<file path="config.mk">
export PLATFORM = sky130hd
export DESIGN_NAME = adc_host_reader
export DESIGN_NICKNAME = d
export VERILOG_FILES = /design/src/rtl/adc_reader_pkg.sv /design/src/rtl/adc_line_sync.sv /design/src/rtl/adc_sclk_shifter.sv /design/src/rtl/adc_frame_check.sv /design/src/rtl/adc_host_reader.sv
export SDC_FILE = /design/constraint.sdc
export NUM_CORES = 1
export LEC_CHECK = 0
export ABC_AREA = 0
export BUFFER_PORTS_ARGS = -buffer_cell sky130_fd_sc_hd__clkbuf_2
export CAP_MARGIN = 5
export CORE_MARGIN = 8
export CORE_UTILIZATION = 55
export DETAILED_ROUTE_END_ITERATION = 8
export PLACE_DENSITY = 0.73
export SLEW_MARGIN = 0
export SYNTH_ARGS = -nofsm -noshare
export SYNTH_HDL_FRONTEND = slang
export SYNTH_SLANG_ARGS = --single-unit
</file>
<file path="constraint.sdc">
create_clock -name clk -period 4.4 [get_ports clk]
set_input_delay 0.44 -clock clk [delete_from_list [all_inputs] [get_ports clk]]
set_output_delay 0.44 -clock clk [all_outputs]
set_load 0.01 [all_outputs]
</file>
<file path="src/rtl/adc_reader_pkg.sv">
package adc_reader_pkg;
  localparam int RES_W   = 16;
  localparam int STAT_W  = 8;
  localparam int FRAME_W = RES_W + STAT_W;

  // status byte field positions (decoded by the frame checker)
  localparam int ERR_POS = 5;
  localparam int ID_HI   = 4;
  localparam int ID_LO   = 3;
  localparam int PAT_HI  = 2;

  localparam logic [1:0] ID_EXPECT  = 2'b01;
  localparam logic [2:0] PAT_EXPECT = 3'b101;

  typedef enum logic [2:0] {
    ST_WAIT,
    ST_SHIFT,
    ST_HOLD,
    ST_PDN,
    ST_SETTLE
  } rd_state_t;
endpackage

</file>
<file path="src/rtl/adc_line_sync.sv">
module adc_line_sync #(
  parameter int STAGES = 2
) (
  input  logic clk,
  input  logic rst_n,
  input  logic din,
  output logic dout
);
  logic [STAGES-1:0] q;

  always_ff @(posedge clk) begin
    if (!rst_n) q <= '1;
    else        q <= {q[STAGES-2:0], din};
  end

  assign dout = q[STAGES-1];
endmodule

</file>
<file path="src/rtl/adc_sclk_shifter.sv">
module adc_sclk_shifter #(
  parameter int FRAME_W = 24,
  parameter int PH_W    = 8
) (
  input  logic               clk,
  input  logic               rst_n,
  input  logic               abort,
  input  logic               start,
  input  logic [PH_W-1:0]    hi_cyc,
  input  logic [PH_W-1:0]    lo_cyc,
  input  logic               line_s,
  output logic               sclk,
  output logic               done,
  output logic [FRAME_W-1:0] frame
);
  localparam int BW = $clog2(FRAME_W);
  localparam logic [BW-1:0] LAST_BIT = BW'(FRAME_W - 1);

  logic            busy;
  logic            phase_hi;
  logic [PH_W-1:0] cnt;
  logic [BW-1:0]   bitn;
  logic [PH_W-1:0] hi_eff, lo_eff;

  assign hi_eff = (hi_cyc == '0) ? PH_W'(1) : hi_cyc;
  assign lo_eff = (lo_cyc == '0) ? PH_W'(1) : lo_cyc;

  always_ff @(posedge clk) begin
    if (!rst_n) begin
      busy     <= 1'b0;
      phase_hi <= 1'b1;
      sclk     <= 1'b1;
      done     <= 1'b0;
      cnt      <= '0;
      bitn     <= '0;
      frame    <= '0;
    end else begin
      done <= 1'b0;
      if (abort) begin
        busy <= 1'b0;
        sclk <= 1'b1;
      end else if (!busy) begin
        if (start) begin
          busy     <= 1'b1;
          sclk     <= 1'b0;
          phase_hi <= 1'b0;
          cnt      <= lo_eff - PH_W'(1);
          bitn     <= '0;
        end
      end else if (!phase_hi) begin
        if (cnt == '0) begin
          // rising edge: the bit has been stable since the falling edge
          frame <= {frame[FRAME_W-2:0], line_s};
          sclk  <= 1'b1;
          if (bitn == LAST_BIT) begin
            busy <= 1'b0;
            done <= 1'b1;
          end else begin
            phase_hi <= 1'b1;
            cnt      <= hi_eff - PH_W'(1);
          end
        end else begin
          cnt <= cnt - PH_W'(1);
        end
      end else begin
        if (cnt == '0) begin
          phase_hi <= 1'b0;
          sclk     <= 1'b0;
          cnt      <= lo_eff - PH_W'(1);
          bitn     <= bitn + BW'(1);
        end else begin
          cnt <= cnt - PH_W'(1);
        end
      end
    end
  end

  // a low phase longer than one cycle is not cut short
  p_low_hold_r3: assert property (@(posedge clk) disable iff (!rst_n || abort)
    ($fell(sclk) && lo_eff > PH_W'(1)) |=> !sclk);
  // a mid-frame high phase longer than one cycle is not cut short
  p_high_hold_r3: assert property (@(posedge clk) disable iff (!rst_n || abort)
    ($rose(sclk) && busy && hi_eff > PH_W'(1)) |=> sclk);
  // a completed frame leaves the clock idle high
  p_done_idle_r2: assert property (@(posedge clk) disable iff (!rst_n)
    done |-> (sclk && !busy));
endmodule

</file>
<file path="src/rtl/adc_frame_check.sv">
module adc_frame_check
  import adc_reader_pkg::*;
(
  input  logic [FRAME_W-1:0] frame,
  output logic [RES_W-1:0]   data,
  output logic               range_err,
  output logic               pat_err,
  output logic               id_err
);
  logic [RES_W-1:0]  res;
  logic [STAT_W-1:0] stat;

  assign res  = frame[FRAME_W-1:STAT_W];
  assign stat = frame[STAT_W-1:0];

  // offset binary to two's complement
  assign data      = {~res[RES_W-1], res[RES_W-2:0]};
  assign range_err = stat[ERR_POS];
  assign pat_err   = (stat[PAT_HI:0] != PAT_EXPECT);
  assign id_err    = (stat[ID_HI:ID_LO] != ID_EXPECT);
endmodule

</file>
<file path="src/rtl/adc_host_reader.sv">
module adc_host_reader
  import adc_reader_pkg::*;
#(
  parameter int PH_W        = 8,
  parameter int TMO_W       = 24,
  parameter int RST_LOW_CYC = 16,
  parameter int SETTLE_CYC  = 2_500_000,
  parameter int SYNC_STAGES = 2
) (
  input  logic             clk,
  input  logic             rst_n,
  input  logic             reset_req,
  input  logic [PH_W-1:0]  sclk_hi_cyc,
  input  logic [PH_W-1:0]  sclk_lo_cyc,
  input  logic [TMO_W-1:0] timeout_cyc,
  input  logic             sdo,
  output logic             sclk,
  output logic             dev_rst_n,
  output logic             out_valid,
  input  logic             out_ready,
  output logic [RES_W-1:0] out_data,
  output logic             err_range,
  output logic             err_pattern,
  output logic             err_id,
  output logic             read_timeout
);
  localparam int WAIT_MAX = (RST_LOW_CYC > SETTLE_CYC) ? RST_LOW_CYC : SETTLE_CYC;
  localparam int CW       = $clog2(WAIT_MAX + 1);

  rd_state_t          state;
  logic [CW-1:0]      wcnt;
  logic [TMO_W-1:0]   tmo_cnt;
  logic               line_s, line_prev, ready_edge;
  logic               sh_done;
  logic [FRAME_W-1:0] sh_frame;
  logic [RES_W-1:0]   dec_data;
  logic               dec_range, dec_pat, dec_id;

  adc_line_sync #(.STAGES(SYNC_STAGES)) u_sync (
    .clk(clk), .rst_n(rst_n), .din(sdo), .dout(line_s)
  );

  adc_sclk_shifter #(.FRAME_W(FRAME_W), .PH_W(PH_W)) u_shift (
    .clk(clk), .rst_n(rst_n), .abort(reset_req),
    .start(state == ST_WAIT && ready_edge && !reset_req),
    .hi_cyc(sclk_hi_cyc), .lo_cyc(sclk_lo_cyc), .line_s(line_s),
    .sclk(sclk), .done(sh_done), .frame(sh_frame)
  );

  adc_frame_check u_check (
    .frame(sh_frame), .data(dec_data),
    .range_err(dec_range), .pat_err(dec_pat), .id_err(dec_id)
  );

  always_ff @(posedge clk) begin
    if (!rst_n) line_prev <= 1'b1;
    else        line_prev <= line_s;
  end
  assign ready_edge = line_prev && !line_s;

  always_ff @(posedge clk) begin
    if (!rst_n) begin
      state        <= ST_WAIT;
      wcnt         <= '0;
      tmo_cnt      <= '0;
      read_timeout <= 1'b0;
      out_data     <= '0;
      err_range    <= 1'b0;
      err_pattern  <= 1'b0;
      err_id       <= 1'b0;
    end else begin
      read_timeout <= 1'b0;
      if (reset_req) begin
        state <= ST_PDN;
        wcnt  <= CW'(RST_LOW_CYC - 1);
      end else begin
        case (state)
          ST_WAIT: begin
            if (ready_edge) begin
              state   <= ST_SHIFT;
              tmo_cnt <= '0;
            end else if (timeout_cyc != '0 && tmo_cnt >= timeout_cyc - TMO_W'(1)) begin
              read_timeout <= 1'b1;
              tmo_cnt      <= '0;
            end else begin
              tmo_cnt <= tmo_cnt + TMO_W'(1);
            end
          end
          ST_SHIFT: begin
            if (sh_done) begin
              state       <= ST_HOLD;
              out_data    <= dec_data;
              err_range   <= dec_range;
              err_pattern <= dec_pat;
              err_id      <= dec_id;
            end
          end
          ST_HOLD: begin
            if (out_ready) begin
              state   <= ST_WAIT;
              tmo_cnt <= '0;
            end
          end
          ST_PDN: begin
            if (wcnt == '0) begin
              state <= ST_SETTLE;
              wcnt  <= CW'(SETTLE_CYC - 1);
            end else begin
              wcnt <= wcnt - CW'(1);
            end
          end
          default: begin
            if (wcnt == '0) begin
              state   <= ST_WAIT;
              tmo_cnt <= '0;
            end else begin
              wcnt <= wcnt - CW'(1);
            end
          end
        endcase
      end
    end
  end

  assign dev_rst_n = (state != ST_PDN);
  assign out_valid = (state == ST_HOLD);

  // the serial clock rests high outside a frame
  p_sclk_idle_r2: assert property (@(posedge clk) disable iff (!rst_n)
    (state != ST_SHIFT) |-> sclk);
  // a held result does not move under back-pressure
  p_hold_stable_r9: assert property (@(posedge clk) disable iff (!rst_n)
    (out_valid && !out_ready && !reset_req) |=>
      (out_valid && $stable(out_data) && $stable(err_range) &&
       $stable(err_pattern) && $stable(err_id)));
  // an accepted result is withdrawn in the next cycle
  p_accept_drop_r9: assert property (@(posedge clk) disable iff (!rst_n)
    (out_valid && out_ready) |=> !out_valid);
  // the timeout is a single-cycle pulse
  p_tmo_pulse_r10: assert property (@(posedge clk) disable iff (!rst_n)
    (read_timeout && timeout_cyc > TMO_W'(1)) |=> !read_timeout);
  // no clocking and no result while the converter is held in reset
  p_pdn_quiet_r11: assert property (@(posedge clk) disable iff (!rst_n)
    !dev_rst_n |-> (sclk && !out_valid));
endmodule

</file>
==> results.py <==
metrics = {
    "route": {
        "drt_pass1_iterations": 5,
        "detail_route.wirelength_microns": 15800,
        "route.detailed.drc": 0,
        "wl_per_cell_microns": 15.7,
        "vias_per_cell": 6.00,
        "drtIter0Drc": 382,
        "routed-via-count": 6046,
        "drt_antenna_net_count": 0,
    },
    "clock_network": {
        "worst_setup_hold_path_clk_slew_ns": 0.06,
        "ctsHoldBuffers": 0,
        "post_cts_resize_count": 0,
        "cts_root_buf": "clkbuf_16",
        "cts_sinks": 113,
        "clkLatencyLatePin_ns": 0.41,
        "htreeDepth": 4,
        "cts_max_path_buffers": 2,
        "tritoncts": "done",
        "post_cts_setup_buffer_count": 0,
        "cts_buffers": 17,
    },
    "floorplan": {
        "die_height_microns": 124,
        "floorplan.die_area_sq_um": 15400,
        "coreArea_sq_um": 11400,
        "core.rowCount": 39,
        "die_w_microns": 124,
        "floorplan.initialDensity_pct": 56.4,
        "floorplan.io_pins": 68,
    },
    "placement": {
        "hpwl_microns": 11400,
        "place.gp.congestion": 0.891,
        "total_of_buffers_placed_on_input_and_output_ports": 67,
    },
    "final_layout": {
        "final.fill_count": 991,
        "diodes": 0,
        "layout.area.seq_sq_um": 2260,
        "area_growth_from_synthesis_to_final_layout_pct": 16.1,
        "nets": 930,
        "multiInputGateArea_sq_um": 3970,
        "final_common_cell": "nand2_1",
        "top_library_cells_by_usage_in_the_layout_fill_and_taps_aside": "nand2_1 (129), dfxtp_1 (113), a21oi_1 (69)",
        "postLayoutCoreUtil_pct": 65.5,
        "drive_gt1_share_pct": 14.9,
    },
    "timing": {
        "max_slew.worst_pin.slew_ns": 1.11,
        "slew-limit-headroom_pct": 26.0,
        "hold_violations": 0,
        "achievable-frequency_mhz": 240,
        "setup_viol_count_final": 0,
        "rsz0062_at_grt": "no",
        "timing.final.crit_share_pct": 94.8,
        "slew_viol_final": 0,
        "final.min_clock_period_ns": 4.17,
        "setup_skew_after_layout_ns": 0.00948,
    },
    "power": {
        "clkPwrFrac_pct": 51.1,
        "power.leakage_nw": 2.87,
        "power-per-cell-area_nw_per_um2": 353,
        "max-vdd-ir-drop_mv": 0.274,
        "switching_share_pct": 26.7,
        "finalPower_mw": 2.64,
        "combinationalPowerShare_pct": 9.1,
        "pwr-share-seq_pct": 39.9,
        "power_report.internal_total_mw": 1.93,
        "netSwitchingPower_mw": 0.704,
    },
    "synth": {
        "post_synth_instance_area_sq_um": 6440,
        "synth.net_count": 866,
        "netlist.top_cell.by_area": "dfxtp_1",
        "synth_enable_flop_cells": 0,
        "cell_count_after_synthesis": 788,
        "ys_types": 67,
        "syn_area_per_cell_sq_um": 8.17,
        "async_sr_flop_fraction_pct": 0,
        "yosys_warnings": 0,
        "ys_dominant_reg_cell": "dfxtp_1",
        "synth-seq-area-share_pct": 35.1,
        "synth_seq_cells": 113,
        "post_synth_main_area_contributors": "dfxtp_1 (35%), nand2_1 (7.5%), ha_1 (6.4%)",
        "synth_top_area_share_pct": 35.1,
    },
    "global_routing": {
        "first_global_vias": 5846,
        "wire_length_of_the_first_global_routing_pass_microns": 27100,
        "grt-ovfl-total": 0,
        "globalRouteTotalUtil_pct": 20.3,
        "grt_max_degree": 57,
        "initial_antenna_violation_count": 0,
    },
    "worst_setup_path": {
        "timing_worst_setup_path_type": "in -> reg",
        "cp.required_ns": 4.69,
        "worst-path-max-fanout": 9,
        "critical_path_arrival_ns": 4.46,
        "timing.rr.start": "wcnt[0]$_SDFFE_PN0P_",
        "timing.reg2reg.worst_path_depth": 8,
        "crit_path_end_kind": "register",
        "cp-start-kind": "input pin",
        "r2r_setup_slack_ns": 1.37,
        "timing.rr.end": "state[1]$_SDFFE_PN0P_",
    },
    "outcome": {
        "status": "complete, no violations",
    },
    "hold_path": {
        "hold-path-cell-count": 2,
        "worstHoldEndpoint": "u_sync.q[0]$_SDFF_PN1_",
        "worstHoldPathType": "in -> reg",
        "hp-start": "sdo",
    },
    "job": {
        "number_of_maximum_capacitance_constraint_violations": 0,
    },
}
## registers in the layout (all words and copies together), names as in the netlist, 2 cells and up
signal and count:
u_sync.q 2, wcnt 22, tmo_cnt 24, u_shift.bitn 5, out_data 16, state 3
u_shift.frame 24, u_shift.cnt 8
## cell type report
| class | instances | area share [%] |
|---|---|---|
| Multi-Input combinational cell | 625 | 53.1 |
| Tap cell | 143 | 2.39 |
| Timing Repair Buffer | 76 | 5.39 |
| Sequential cell | 113 | 30.2 |
| Inverter | 19 | 0.954 |
| Clock inverter | 15 | 2.23 |
| Clock buffer | 17 | 5.69 |
## stage by stage
step                worst slack (ns)  instances  cell area (sq um)  setup TNS (ns)  hold slack (ns)
finish                         0.229       1008               7480               0            0.216
global route                  0.0475       1008               7480               0            0.195
CTS                            0.336       1008               7480               0            0.202
detailed placement           -0.0420        976               6890         -0.0420            0.406
global placement               0.172        976               6890               0            0.407
floorplan                      0.547        788               6440               0            0.386
## power by group through the flow
stage | registers, mW | clock network, mW | logic (mW)
final | 1.05 | 1.35 | 0.239
after global routing | 1.05 | 1.42 | 0.265
after CTS | 1.05 | 1.37 | 0.238
after detailed placement | 1.07 | 0 | 0.236
after global placement | 1.07 | 0 | 0.228
after floorplan | 1.07 | 0 | 0.166
## layer usage
metal  vias up  share of wire (%)  track usage, %
li1       3001                  -               -
met3        26                7.6            6.30
met2       203                 48            33.0
met1      2816                 43            24.5
met4         0                1.6            7.51
met5         -                  0               0
## critical path: stages
cell and delay [ns]:
clkbuf_2 0.12, or4_1 0.62, nor4_1 0.47, nand2_1 0.19
nor2_1 0.20, nand2_1 0.09, xor2_1 0.16, ha_1 0.30
nand4_1 0.15, nor2_1 0.07, a221o_1 0.33, a211oi_1 0.57
o211ai_2 0.33, o41ai_1 0.41
## cells in the mapped netlist (6+ instances only)
cell type	instances
clkbuf_1	25
and2_1	8
or4_1	13
xor2_1	33
nand2_1	129
o41ai_1	6
or3_1	6
nor4_1	18
dfxtp_1	113
nand3_1	17
nand2b_1	9
nor2_1	62
a21o_1	6
inv_1	17
xnor2_1	28
and3_1	12
a2111oi_0	8
o211ai_1	13
a21oi_1	69
ha_1	33
nor3_1	26
a211oi_1	6
nand4_1	13
nor3b_1	8
o21ai_0	28
## kinds of logic (layout without fill, tap and decap cells)
logic type                 after synthesis  in the layout  share of synthesized area, %
and+or+nand+nor                        351            351                          28.1
AOI/OAI and AO/OA                      174            174                          17.9
DFF                                    113            113                          35.1
xor gates and xnor gates                61             61                          8.29
buffers and inverters                   50            127                          3.22
adders and majority gates               33             33                          6.41
muxes                                    6              6                         0.952
## worst max path at each step
stage / start / to / slack, ns / cells after the start
4_1_cts: timeout_cyc[9] / tmo_cnt[17]$_SDFFE_PN0P_ / 0.34 / 14
3_3_place_gp: timeout_cyc[9] / tmo_cnt[17]$_SDFFE_PN0P_ / 0.17 / 14
3_5_place_dp: timeout_cyc[9] / tmo_cnt[17]$_SDFFE_PN0P_ / -0.04 / 14
6_report: timeout_cyc[9] / tmo_cnt[17]$_SDFFE_PN0P_ / 0.23 / 14
2_1_floorplan: timeout_cyc[9] / tmo_cnt[11]$_SDFFE_PN0P_ / 0.55 / 13
5_1_grt: timeout_cyc[9] / tmo_cnt[17]$_SDFFE_PN0P_ / 0.05 / 14
Power figures use the tool's default switching activity.
